===== src/rtl/trunk_sel_pkg.sv =====
package trunk_sel_pkg;

    typedef enum logic [1:0] {
        MODE_SRC_PORT = 2'd0,
        MODE_SRC_ADDR = 2'd1,
        MODE_DST_ADDR = 2'd2,
        MODE_ADDR_XOR = 2'd3
    } bal_mode_e;

endpackage


===== src/rtl/trunk_key_mux.sv =====
module trunk_key_mux
    import trunk_sel_pkg::*;
#(
    parameter int ADDR_W     = 8,
    parameter int SRC_PORT_W = 4
) (
    input  logic [1:0]            mode,
    input  logic [SRC_PORT_W-1:0] src_port,
    input  logic [ADDR_W-1:0]     src_addr,
    input  logic [ADDR_W-1:0]     dst_addr,
    output logic [ADDR_W-1:0]     key
);

    always_comb begin
        case (bal_mode_e'(mode))
            MODE_SRC_PORT: key = ADDR_W'(src_port);
            MODE_SRC_ADDR: key = src_addr;
            MODE_DST_ADDR: key = dst_addr;
            default:       key = src_addr ^ dst_addr;
        endcase
    end

endmodule


===== src/rtl/trunk_live_rank.sv =====
module trunk_live_rank #(
    parameter int NUM_MEMBERS = 4,
    parameter int KEY_W       = 8,
    localparam int IDX_W      = (NUM_MEMBERS > 1) ? $clog2(NUM_MEMBERS) : 1,
    localparam int CNT_W      = $clog2(NUM_MEMBERS + 1)
) (
    input  logic [NUM_MEMBERS-1:0] live,
    input  logic [KEY_W-1:0]       key,
    output logic                   any_live,
    output logic [IDX_W-1:0]       rank
);

    logic [CNT_W-1:0] live_cnt;
    logic [IDX_W-1:0] rem_tab [NUM_MEMBERS];

    // Remainder for every possible group size, each with a constant divisor.
    for (genvar n = 1; n <= NUM_MEMBERS; n++) begin : g_rem
        assign rem_tab[n-1] = IDX_W'(key % KEY_W'(n));
    end

    always_comb begin
        live_cnt = '0;
        for (int i = 0; i < NUM_MEMBERS; i++) begin
            live_cnt = live_cnt + CNT_W'(live[i]);
        end
    end

    always_comb begin
        rank = '0;
        for (int n = 1; n <= NUM_MEMBERS; n++) begin
            if (live_cnt == CNT_W'(n)) rank = rem_tab[n-1];
        end
    end

    assign any_live = (live_cnt != '0);

endmodule


===== src/rtl/trunk_nth_member.sv =====
module trunk_nth_member #(
    parameter int NUM_MEMBERS = 4,
    localparam int IDX_W      = (NUM_MEMBERS > 1) ? $clog2(NUM_MEMBERS) : 1,
    localparam int CNT_W      = $clog2(NUM_MEMBERS + 1)
) (
    input  logic [NUM_MEMBERS-1:0] live,
    input  logic [IDX_W-1:0]       rank,
    output logic [IDX_W-1:0]       port
);

    logic [CNT_W-1:0] seen;

    // Walk the live members from the lowest index and stop at the rank-th one.
    always_comb begin
        seen = '0;
        port = '0;
        for (int i = 0; i < NUM_MEMBERS; i++) begin
            if (live[i]) begin
                if (seen == CNT_W'(rank)) port = IDX_W'(i);
                seen = seen + CNT_W'(1);
            end
        end
    end

endmodule


===== src/rtl/trunk_port_select.sv =====
module trunk_port_select #(
    parameter int NUM_MEMBERS = 4,
    parameter int ADDR_W      = 8,
    parameter int SRC_PORT_W  = 4,
    localparam int IDX_W      = (NUM_MEMBERS > 1) ? $clog2(NUM_MEMBERS) : 1
) (
    input  logic                   clk,
    input  logic                   rst_n,
    input  logic                   req_valid,
    input  logic [1:0]             bal_mode,
    input  logic [SRC_PORT_W-1:0]  src_port,
    input  logic [ADDR_W-1:0]      src_addr,
    input  logic [ADDR_W-1:0]      dst_addr,
    input  logic [NUM_MEMBERS-1:0] member_en,
    input  logic [NUM_MEMBERS-1:0] link_up,
    output logic                   sel_valid,
    output logic [IDX_W-1:0]       sel_port
);

    typedef struct packed {
        logic             valid;
        logic [IDX_W-1:0] port;
    } sel_state_t;

    sel_state_t st_d, st_q;

    logic [ADDR_W-1:0]      key;
    logic [NUM_MEMBERS-1:0] live;
    logic                   any_live;
    logic [IDX_W-1:0]       rank;
    logic [IDX_W-1:0]       pick;

    assign live = member_en & link_up;

    trunk_key_mux #(
        .ADDR_W    (ADDR_W),
        .SRC_PORT_W(SRC_PORT_W)
    ) u_key (
        .mode    (bal_mode),
        .src_port(src_port),
        .src_addr(src_addr),
        .dst_addr(dst_addr),
        .key     (key)
    );

    trunk_live_rank #(
        .NUM_MEMBERS(NUM_MEMBERS),
        .KEY_W      (ADDR_W)
    ) u_rank (
        .live    (live),
        .key     (key),
        .any_live(any_live),
        .rank    (rank)
    );

    trunk_nth_member #(
        .NUM_MEMBERS(NUM_MEMBERS)
    ) u_pick (
        .live(live),
        .rank(rank),
        .port(pick)
    );

    always_comb begin
        st_d       = '0;
        st_d.valid = req_valid & any_live;
        if (st_d.valid) st_d.port = pick;
    end

    always_ff @(posedge clk) begin
        if (!rst_n) st_q <= '0;
        else        st_q <= st_d;
    end

    assign sel_valid = st_q.valid;
    assign sel_port  = st_q.port;

endmodule


===== config.mk =====
export PLATFORM = sky130hd
export DESIGN_NAME = trunk_port_select
export DESIGN_NICKNAME = d
export VERILOG_FILES = /design/src/rtl/trunk_sel_pkg.sv /design/src/rtl/trunk_key_mux.sv /design/src/rtl/trunk_live_rank.sv /design/src/rtl/trunk_nth_member.sv /design/src/rtl/trunk_port_select.sv
export SDC_FILE = /design/constraint.sdc
export NUM_CORES = 1
export LEC_CHECK = 0
export ABC_CLOCK_PERIOD_IN_PS = 12400
export BUFFER_PORTS_ARGS = -buffer_cell sky130_fd_sc_hd__buf_2
export CORE_MARGIN = 3
export CORE_UTILIZATION = 30
export CTS_CLUSTER_SIZE = 25
export DETAILED_ROUTE_END_ITERATION = 16
export PLACE_DENSITY = 0.5
export SLEW_MARGIN = 10
export SYNTH_ARGS = -nofsm -noshare
export SYNTH_HDL_FRONTEND = slang
export SYNTH_SLANG_ARGS = --single-unit

===== constraint.sdc =====
create_clock -name clk -period 12.4 [get_ports clk]
set_input_delay 1.24 -clock clk [delete_from_list [all_inputs] [get_ports clk]]
set_output_delay 1.24 -clock clk [all_outputs]
set_load 0.05 [all_outputs]

==> flow_summary.yaml, run 1 <==
sta:
  tightest_slew_ns: 0.586
  post-route-period-util_pct: 50.3
  relSlewSlack_pct: 60.5
  rsz0062_at_grt: "no"
  finalSetupViolCount: 0
  final_max_slew_viol_count: 0
  max_freq_mhz: 160
  final_hold_viol_count: 0
  setup_tns_ns: 0
  period_needed_ns: 6.23
power:
  p_seq_share_pct: 9.0
  ir_drop_mv: 0.0198
  power.density_nw_per_um2: 89.3
  swShare_pct: 46.9
  pwr-share-clk_pct: 14.3
  p_comb_share_pct: 76.7
  power.switching_mw: 0.0547
  intPower_mw: 0.0619
  p_leak_nw: 0.577
critical_path:
  crit_arrival_ns: 6.35
  cp_data_required_time_ns: 12.51
  slowest_stage: "nor4_1"
  cpLargestDelayFamily: "simple AND/OR/NAND/NOR gates"
  cp_max_fo: 11
  crit_top_cell: "ha_1"
  worst-setup-path-type: "input port to flop"
  worst-path-buf-inv: 2
  crit_path_start_kind: "input port"
  end_kind: "flop"
  cp_slowest_stage_delay_ns: 0.57
floorplanning:
  dieArea_um2: 4320
  fp.dieW_um: 65.7
  core_area_um2: 3390
  ios: 36
  die_h_um: 65.7
  core.rowCount: 21
  start_util_pct: 31.6
clock_tree:
  cts_resized: 0
  cts_made_buffers: 3
  cts_root_buf: "clkbuf_4"
  post_cts_buffers: 0
  htreeDepth: 1
  path_clk_slew_ns: 0.04
  clockBufferDepth: 2
  clock_sinks: 3
  cts_tree: "yes"
  cts_hold_buf: 0
drt:
  vias_per_cell: 4.87
  drc: 0
  finalWirelength_um: 2490
  avgRoutedWirePerCell_um: 11.0
  first_pass_iters: 4
  ant_nets: 0
  dr_total_vias: 1100
  drt_iter0_markers: 24
yosys:
  synth_top_cell_by_area: "xnor2_1"
  synth_fp_nets: 183
  synthCells: 143
  synthMostInstantiatedCell: "nand2_1"
  netlist_area_um2: 1070
  yosysWarnings: 0
  syn_area_per_cell_um2: 7.48
  netlist.area_leader.share_pct: 9.82
  synth_commonest_cells: "nand2_1, xnor2_1, inv_1, nand3_1"
  synth_ff_type: "dfxtp_1"
  ys_types: 52
  synthTopCellsByArea: "xnor2_1, nand2_1, ha_1, dfxtp_1, nand3_1"
  synth-edff-count: 0
  seq_area_frac_synth_pct: 5.61
  ys_ff_latch: 3
  async_flop_share_pct: 0
final_layout:
  fillers: 347
  final_area_um2: 1310
  diodes: 0
  finalNetCount: 221
  drive_gt1_share_pct: 33.3
  area_growth_pct: 22.1
outcome:
  status: "finished, final reports clean"
global_route:
  grt.overflow.total: 0
  antenna_found_initial: 0
  track_usage_pct: 11.4
  grt_max_degree: 12
  grt_pass1_wl_um: 4180
  grt_pass1_vias: 1055
worst_hold_path:
  worstHoldPathType: "input port to flop"
placed_design:
  place_area_um2: 1280
  dpl.hpwl_um: 2160
  gp_congestion: 0.745
  port_buffers: 35
run:
  timing.max_cap.violations: 0
==> final timing paths <==
kind         from     endpoint  slack, ns  cells past startpoint
max   bal_mode[0]  sel_port[1]       6.17                     26
min         rst_n    sel_valid       1.30                      2
==> registers in the layout (all words and copies together) (netlist names) <==
name and cells:
sel_port 2, sel_valid 1
==> layer usage <==
layer  up-vias  global-route usage, %  share of wire (%)  wire length, um
li1        590                      -                  -                -
met1       475                   13.7                 45             1130
met2        35                   22.3                 49             1230
met3         0                  0.684                5.4              134
met4         0                   1.55                  0                0
met5         -                      0                  0                0
==> layout by cell type (no fill, tap or decap), types with 2 or more instances in the layout <==
cell	instances
xor2_1	3
inv_1	11
xnor2_1	12
a21oi_2	2
nor2_1	7
nand2_2	3
a22o_4	2
a31o_1	2
dfxtp_1	3
nand3_1	9
a21oi_1	7
nor3b_1	2
o21ai_0	3
mux2i_1	2
buf_2	35
or3_4	2
nand2b_1	3
nor3_1	3
nand2_1	21
o31ai_1	2
ha_1	6
nor4_1	5
and2_1	2
clkbuf_4	3
==> power groups by stage <==
stage	Sequential (mW)	Clock, mW	Combinational, mW
2_1_floorplan	0.0130	0	0.0703
3_3_place_gp	0.0106	0	0.0877
3_5_place_dp	0.0106	0	0.0895
4_1_cts	0.0105	0.0173	0.0897
5_1_grt	0.0105	0.0175	0.0992
6_report	0.0105	0.0167	0.0894
==> kinds of logic (layout without fill, tap and decap cells) <==
logic type	after synthesis	count (layout)	synth area share, %
compound gates	32	32	26.0
xor+xnor	17	17	15.3
fa+ha+maj	7	7	8.89
buf+inv	13	50	5.96
flops	3	3	5.61
mux	3	3	3.16
simple gates	68	68	35.1
==> cell type report <==
type | instances | area, um^2 | area share [%]
well taps | 46 | 57.6 | 4.41
inverters | 11 | 41.3 | 3.16
clock buffers | 4 | 26.3 | 2.01
repair buffers | 35 | 175 | 13.4
flip-flops and latches | 3 | 60.1 | 4.60
multi-input cells | 127 | 946 | 72.4
==> stage by stage <==
stage / hold WS, ns / std cells / total power [mW] / utilization, % / setup slack (ns)
2_1_floorplan: 1.41 / 143 / 0.0833 / - / 6.72
3_3_place_gp: 1.54 / 222 / 0.0983 / 37.8 / 6.12
3_5_place_dp: 1.54 / 222 / 0.100 / 37.8 / 5.95
4_1_cts: 1.29 / 226 / 0.117 / 38.5 / 6.17
5_1_grt: 1.31 / 226 / 0.127 / 38.5 / 5.66
6_report: 1.30 / 226 / 0.117 / 38.5 / 6.17
Note: power is estimated with default switching activity, not from simulation.
==> run 2, diff against run 1 <==
- ABC_CLOCK_PERIOD_IN_PS: 12400 -> 5400
- PLACE_DENSITY: 0.5 -> 0.52
- clock period: 12.4 -> 5.4 ns (I/O delays scaled with it)
==> run 2 against run 1 <==
Effect of this change: global-route usage is 1.2 points higher; routed wire length is 2.8% higher; combinational power is 140% higher; critical path type unchanged; critical endpoint is now sel_port[0].
==> flow_summary.yaml, run 2 (same netlist as run 1, synthesis figures left out) <==
placed_design:
  dpl.hpwl_um: 2210
  port_buffers: 35
  gp_congestion: 0.755
  place_inst: 226
power:
  p_comb_share_pct: 77.2
  power.switching_mw: 0.130
  pwr-share-clk_pct: 14.2
  power.density_nw_per_um2: 207
  p_leak_nw: 0.606
  p_seq_share_pct: 8.6
  intPower_mw: 0.152
  swShare_pct: 46.1
  ir_drop_mv: 0.0560
  p_total_mw: 0.281
critical_path:
  crit_arrival_ns: 5.22
  cp_max_fo: 11
  end_kind: "flop"
  worst-setup-path-type: "input port to flop"
  crit_path_start_kind: "input port"
  cp_data_required_time_ns: 5.57
sta:
  period_needed_ns: 5.05
  finalSetupViolCount: 0
  post-route-period-util_pct: 93.5
  tightest_slew_ns: 0.506
  final_hold_viol_count: 0
  rsz0062_at_grt: "no"
  relSlewSlack_pct: 66.0
  final_max_slew_viol_count: 0
  max_freq_mhz: 198
  setup_tns_ns: 0
final_layout:
  fin_cells: 230
  diodes: 0
  area_growth_pct: 27.1
  fillers: 359
  drive_gt1_share_pct: 36.4
  final_core_util_pct: 40.1
  final_cell_mix: "buf_2, nand2_1, inv_1, xnor2_1, nand3_1"
  finalNetCount: 225
  largest_register_ffs: 2
  final_common_cell: "buf_2"
floorplanning:
  core.rowCount: 21
  start_util_pct: 31.6
  ios: 36
  fp.dieW_um: 65.7
  core_area_um2: 3390
  die_h_um: 65.7
  dieArea_um2: 4320
clock_tree:
  cts_root_buf: "clkbuf_4"
  cts_made_buffers: 3
  clockBufferDepth: 2
  htreeDepth: 1
  cts_tree: "yes"
  path_clk_slew_ns: 0.04
  cts_hold_buf: 0
  clock_sinks: 3
global_route:
  grt_max_degree: 12
  grt_pass1_vias: 1054
  antenna_found_initial: 0
  track_usage_pct: 12.6
  grt_pass1_wl_um: 4490
  grt.overflow.total: 0
drt:
  met2_length_um: 1210
  ant_nets: 0
  drt_iter0_markers: 23
  dr_total_vias: 1140
  met1_length_um: 1220
  wl_met3_um: 127
  avgRoutedWirePerCell_um: 11.1
  finalWirelength_um: 2560
  drc: 0
  vias_per_cell: 4.96
  first_pass_iters: 4
  dr.max_layer_used: "met4"
outcome:
  status: "finished, final reports clean"
run:
  timing.max_cap.violations: 0
worst_hold_path:
  worstHoldPathType: "input port to flop"
[run 2: cell count changes in the layout (fill, tap and decap cells not counted), sizes merged]
cell,before,now
clkbuf,4,5
buf,35,38
[run 2: power by group through the flow]
stage          sequential (mW)  clock, mW  combinational [mW]
6_report                0.0241     0.0401               0.217
5_1_grt                 0.0242     0.0437               0.243
4_1_cts                 0.0242     0.0408               0.217
3_5_place_dp            0.0245          0               0.215
3_3_place_gp            0.0244          0               0.210
2_1_floorplan           0.0298          0               0.161
[run 2: path summary, 6_finish.rpt]
path	from	to	slack [ns]	depth (start not counted)
worst min-delay path	rst_n	sel_valid	0.60	2
worst max-delay path	bal_mode[1]	sel_port[0]	0.35	25
[run 2: cell type report]
cell class	count	area (um^2)	share of cell area, %
Clock buffer	4	26.3	1.93
Timing Repair Buffer	39	208	15.3
Sequential cell	3	60.1	4.42
Tap cell	46	57.6	4.23
Inverter	11	41.3	3.04
Multi-Input combinational cell	127	967	71.1
[run 2: metal layers]
layer / vias to the layer above / track usage [%]
li1: 607 / -
met1: 499 / 17.7
met2: 32 / 20.7
met3: 2 / 1.88
met4: 0 / 1.55
met5: - / 0
[run 2: what timing repair did]
action | in CTS | in global routing
gates resized for setup | 0 | 4
setup buffers | 0 | 0
setup endpoints to repair | 0 | 2
[run 2: per-stage QoR]
stage / cell area, um^2 / worst slack [ns] / hold WS, ns
6_report: 1360 / 0.353 / 0.603
5_1_grt: 1360 / 0.0383 / 0.611
4_1_cts: 1340 / 0.352 / 0.601
3_5_place_dp: 1310 / 0.119 / 0.841
3_3_place_gp: 1310 / 0.231 / 0.845
2_1_floorplan: 1070 / 0.423 / 0.707
[run 2: critical path, cell delays in order]
cell and delay (ns):
buf_2 0.20, nand2_1 0.17, xor2_2 0.20, or3_4 0.41, o211ai_1 0.11, a21oi_1 0.13, or2_1 0.27, inv_1 0.07
ha_1 0.26, nor2_1 0.13, nand2_1 0.08, or4_4 0.42, a21oi_2 0.19, nand3_1 0.11, o21ai_2 0.11, ha_1 0.21
nand2b_1 0.11, a21oi_1 0.04, a21oi_1 0.16, o31a_1 0.19, o21bai_1 0.17, mux2i_2 0.29, o21ai_4 0.09, nor4_1 0.38
a31o_1 0.17
==> run 3, diff against run 2 <==
- RECOVER_POWER: not set -> 100
==> run 3 against run 2 <==
Effect of this change: cell count unchanged; sequential power about the same; final area decreased by 0.28%; largest cell class unchanged; largest power group unchanged; sequential share of layout area about the same; die area unchanged.
==> flow_summary.yaml, run 3 (same netlist as run 1, synthesis figures left out) <==
outcome:
  status: "finished, final reports clean"
drt:
  dr_total_vias: 1140
  drt_iter0_markers: 23
  vias_per_cell: 4.96
  finalWirelength_um: 2560
  ant_nets: 0
  drc: 0
  first_pass_iters: 4
  avgRoutedWirePerCell_um: 11.1
critical_path:
  slowest_stage: "or4_4"
  crit_arrival_ns: 5.22
  cp_slowest_stage_delay_ns: 0.42
  cp_data_required_time_ns: 5.57
  crit_path_start_kind: "input port"
  endpoint: "sel_port[0]"
  startpoint: "bal_mode[1]"
  end_kind: "flop"
  worst-setup-path-type: "input port to flop"
  crit_top_cell: "a21oi_1"
  cp_max_fo: 11
placed_design:
  dpl.hpwl_um: 2210
  place_inst: 226
  port_buffers: 35
  gp_congestion: 0.755
clock_tree:
  cts_hold_buf: 0
  clock_sinks: 3
  cts_made_buffers: 3
  path_clk_slew_ns: 0.04
  cts_tree: "yes"
  cts_root_buf: "clkbuf_4"
  htreeDepth: 1
  clockBufferDepth: 2
power:
  ir_drop_mv: 0.0560
  power.density_nw_per_um2: 207
  p_leak_nw: 0.594
floorplanning:
  die_h_um: 65.7
  ios: 36
  dieArea_um2: 4320
  start_util_pct: 31.6
  core_area_um2: 3390
  fp.dieW_um: 65.7
  core.rowCount: 21
final_layout:
  regArea_um2: 60.1
  drive_gt1_share_pct: 34.8
  finalNetCount: 225
  largest_register_ffs: 2
  diodes: 0
  area_growth_pct: 26.8
  fillers: 362
  final_cell_mix: "buf_2, nand2_1, inv_1, xnor2_1, nand3_1"
  multi_input_area_um2: 967
  final_common_cell: "buf_2"
  fin_cells: 230
sta:
  relSlewSlack_pct: 60.6
  final_hold_viol_count: 0
  setup_tns_ns: 0
  post-route-period-util_pct: 93.5
  max_freq_mhz: 198
  period_needed_ns: 5.05
  finalSetupViolCount: 0
  rsz0062_at_grt: "no"
  tightest_slew_ns: 0.594
  final_max_slew_viol_count: 0
global_route:
  antenna_found_initial: 0
  grt_max_degree: 12
  grt_pass1_vias: 1054
  track_usage_pct: 12.6
  grt.overflow.total: 0
  grt_pass1_wl_um: 4490
worst_hold_path:
  worstHoldPathType: "input port to flop"
run:
  timing.max_cap.violations: 0
==> run 3: changes by cell type in the layout (fill, tap and decap cells not counted) <==
cell / previous run / this run
clkbuf_1: 1 / 4
buf_2: 34 / 31
==> run 3: worst min-delay path by stage <==
stage | from | endpoint | depth (start not counted) | slack [ns]
3_5_place_dp | rst_n | sel_valid | 2 | 0.84
5_1_grt | rst_n | sel_valid | 2 | 0.61
4_1_cts | rst_n | sel_valid | 2 | 0.60
3_3_place_gp | rst_n | sel_valid | 2 | 0.85
6_report | rst_n | sel_valid | 2 | 0.61
2_1_floorplan | rst_n | sel_valid | 1 | 0.71
==> run 3: layer usage <==
| layer | up-vias | share of wire, % | global-route usage (%) |
|---|---|---|---|
| met3 | 2 | 5.0 | 1.88 |
| met4 | 0 | 0.23 | 1.55 |
| li1 | 607 | - | - |
| met5 | - | 0 | 0 |
| met2 | 32 | 47 | 20.7 |
| met1 | 499 | 48 | 17.7 |
==> run 3: cell type report <==
class	count	area share [%]
clock buffers	4	1.94
inverters	11	3.04
multi-input cells	127	71.3
flip-flops and latches	3	4.43
well taps	46	4.24
repair buffers	39	15.0
==> run 3: through the flow <==
stage | hold slack (ns) | cell area (um^2) | setup WS [ns] | total power [mW] | util [%]
2_1_floorplan | 0.707 | 1070 | 0.423 | 0.191 | -
3_3_place_gp | 0.845 | 1310 | 0.231 | 0.235 | 38.6
3_5_place_dp | 0.841 | 1310 | 0.119 | 0.240 | 38.6
4_1_cts | 0.601 | 1340 | 0.352 | 0.282 | 39.4
5_1_grt | 0.611 | 1360 | 0.0383 | 0.310 | 40.0
6_report | 0.606 | 1360 | 0.351 | 0.281 | 40.0
==> run 3: report_power, final <==
group / switching [mW] / internal [mW]
clock network: 0.0119 / 0.0277
logic: 0.117 / 0.0997
registers: 0.000392 / 0.0238
==> run 3: what timing repair did <==
item | 4_1_cts | 5_1_grt
buffers inserted | 0 | 0
setup endpoints to repair | 0 | 2
resized for setup | 0 | 4
==> run 3: critical path: cells and delay by family <==
| family | cells | cell delay, ns |
|---|---|---|
| AND/OR/NAND/NOR | 9 | 2.08 |
| buffers and inverters | 2 | 0.27 |
| adder cells (fa/ha/maj) | 2 | 0.47 |
| AO/OA/AOI/OAI | 10 | 1.36 |
| XOR/XNOR | 1 | 0.20 |
| multiplexers | 1 | 0.29 |
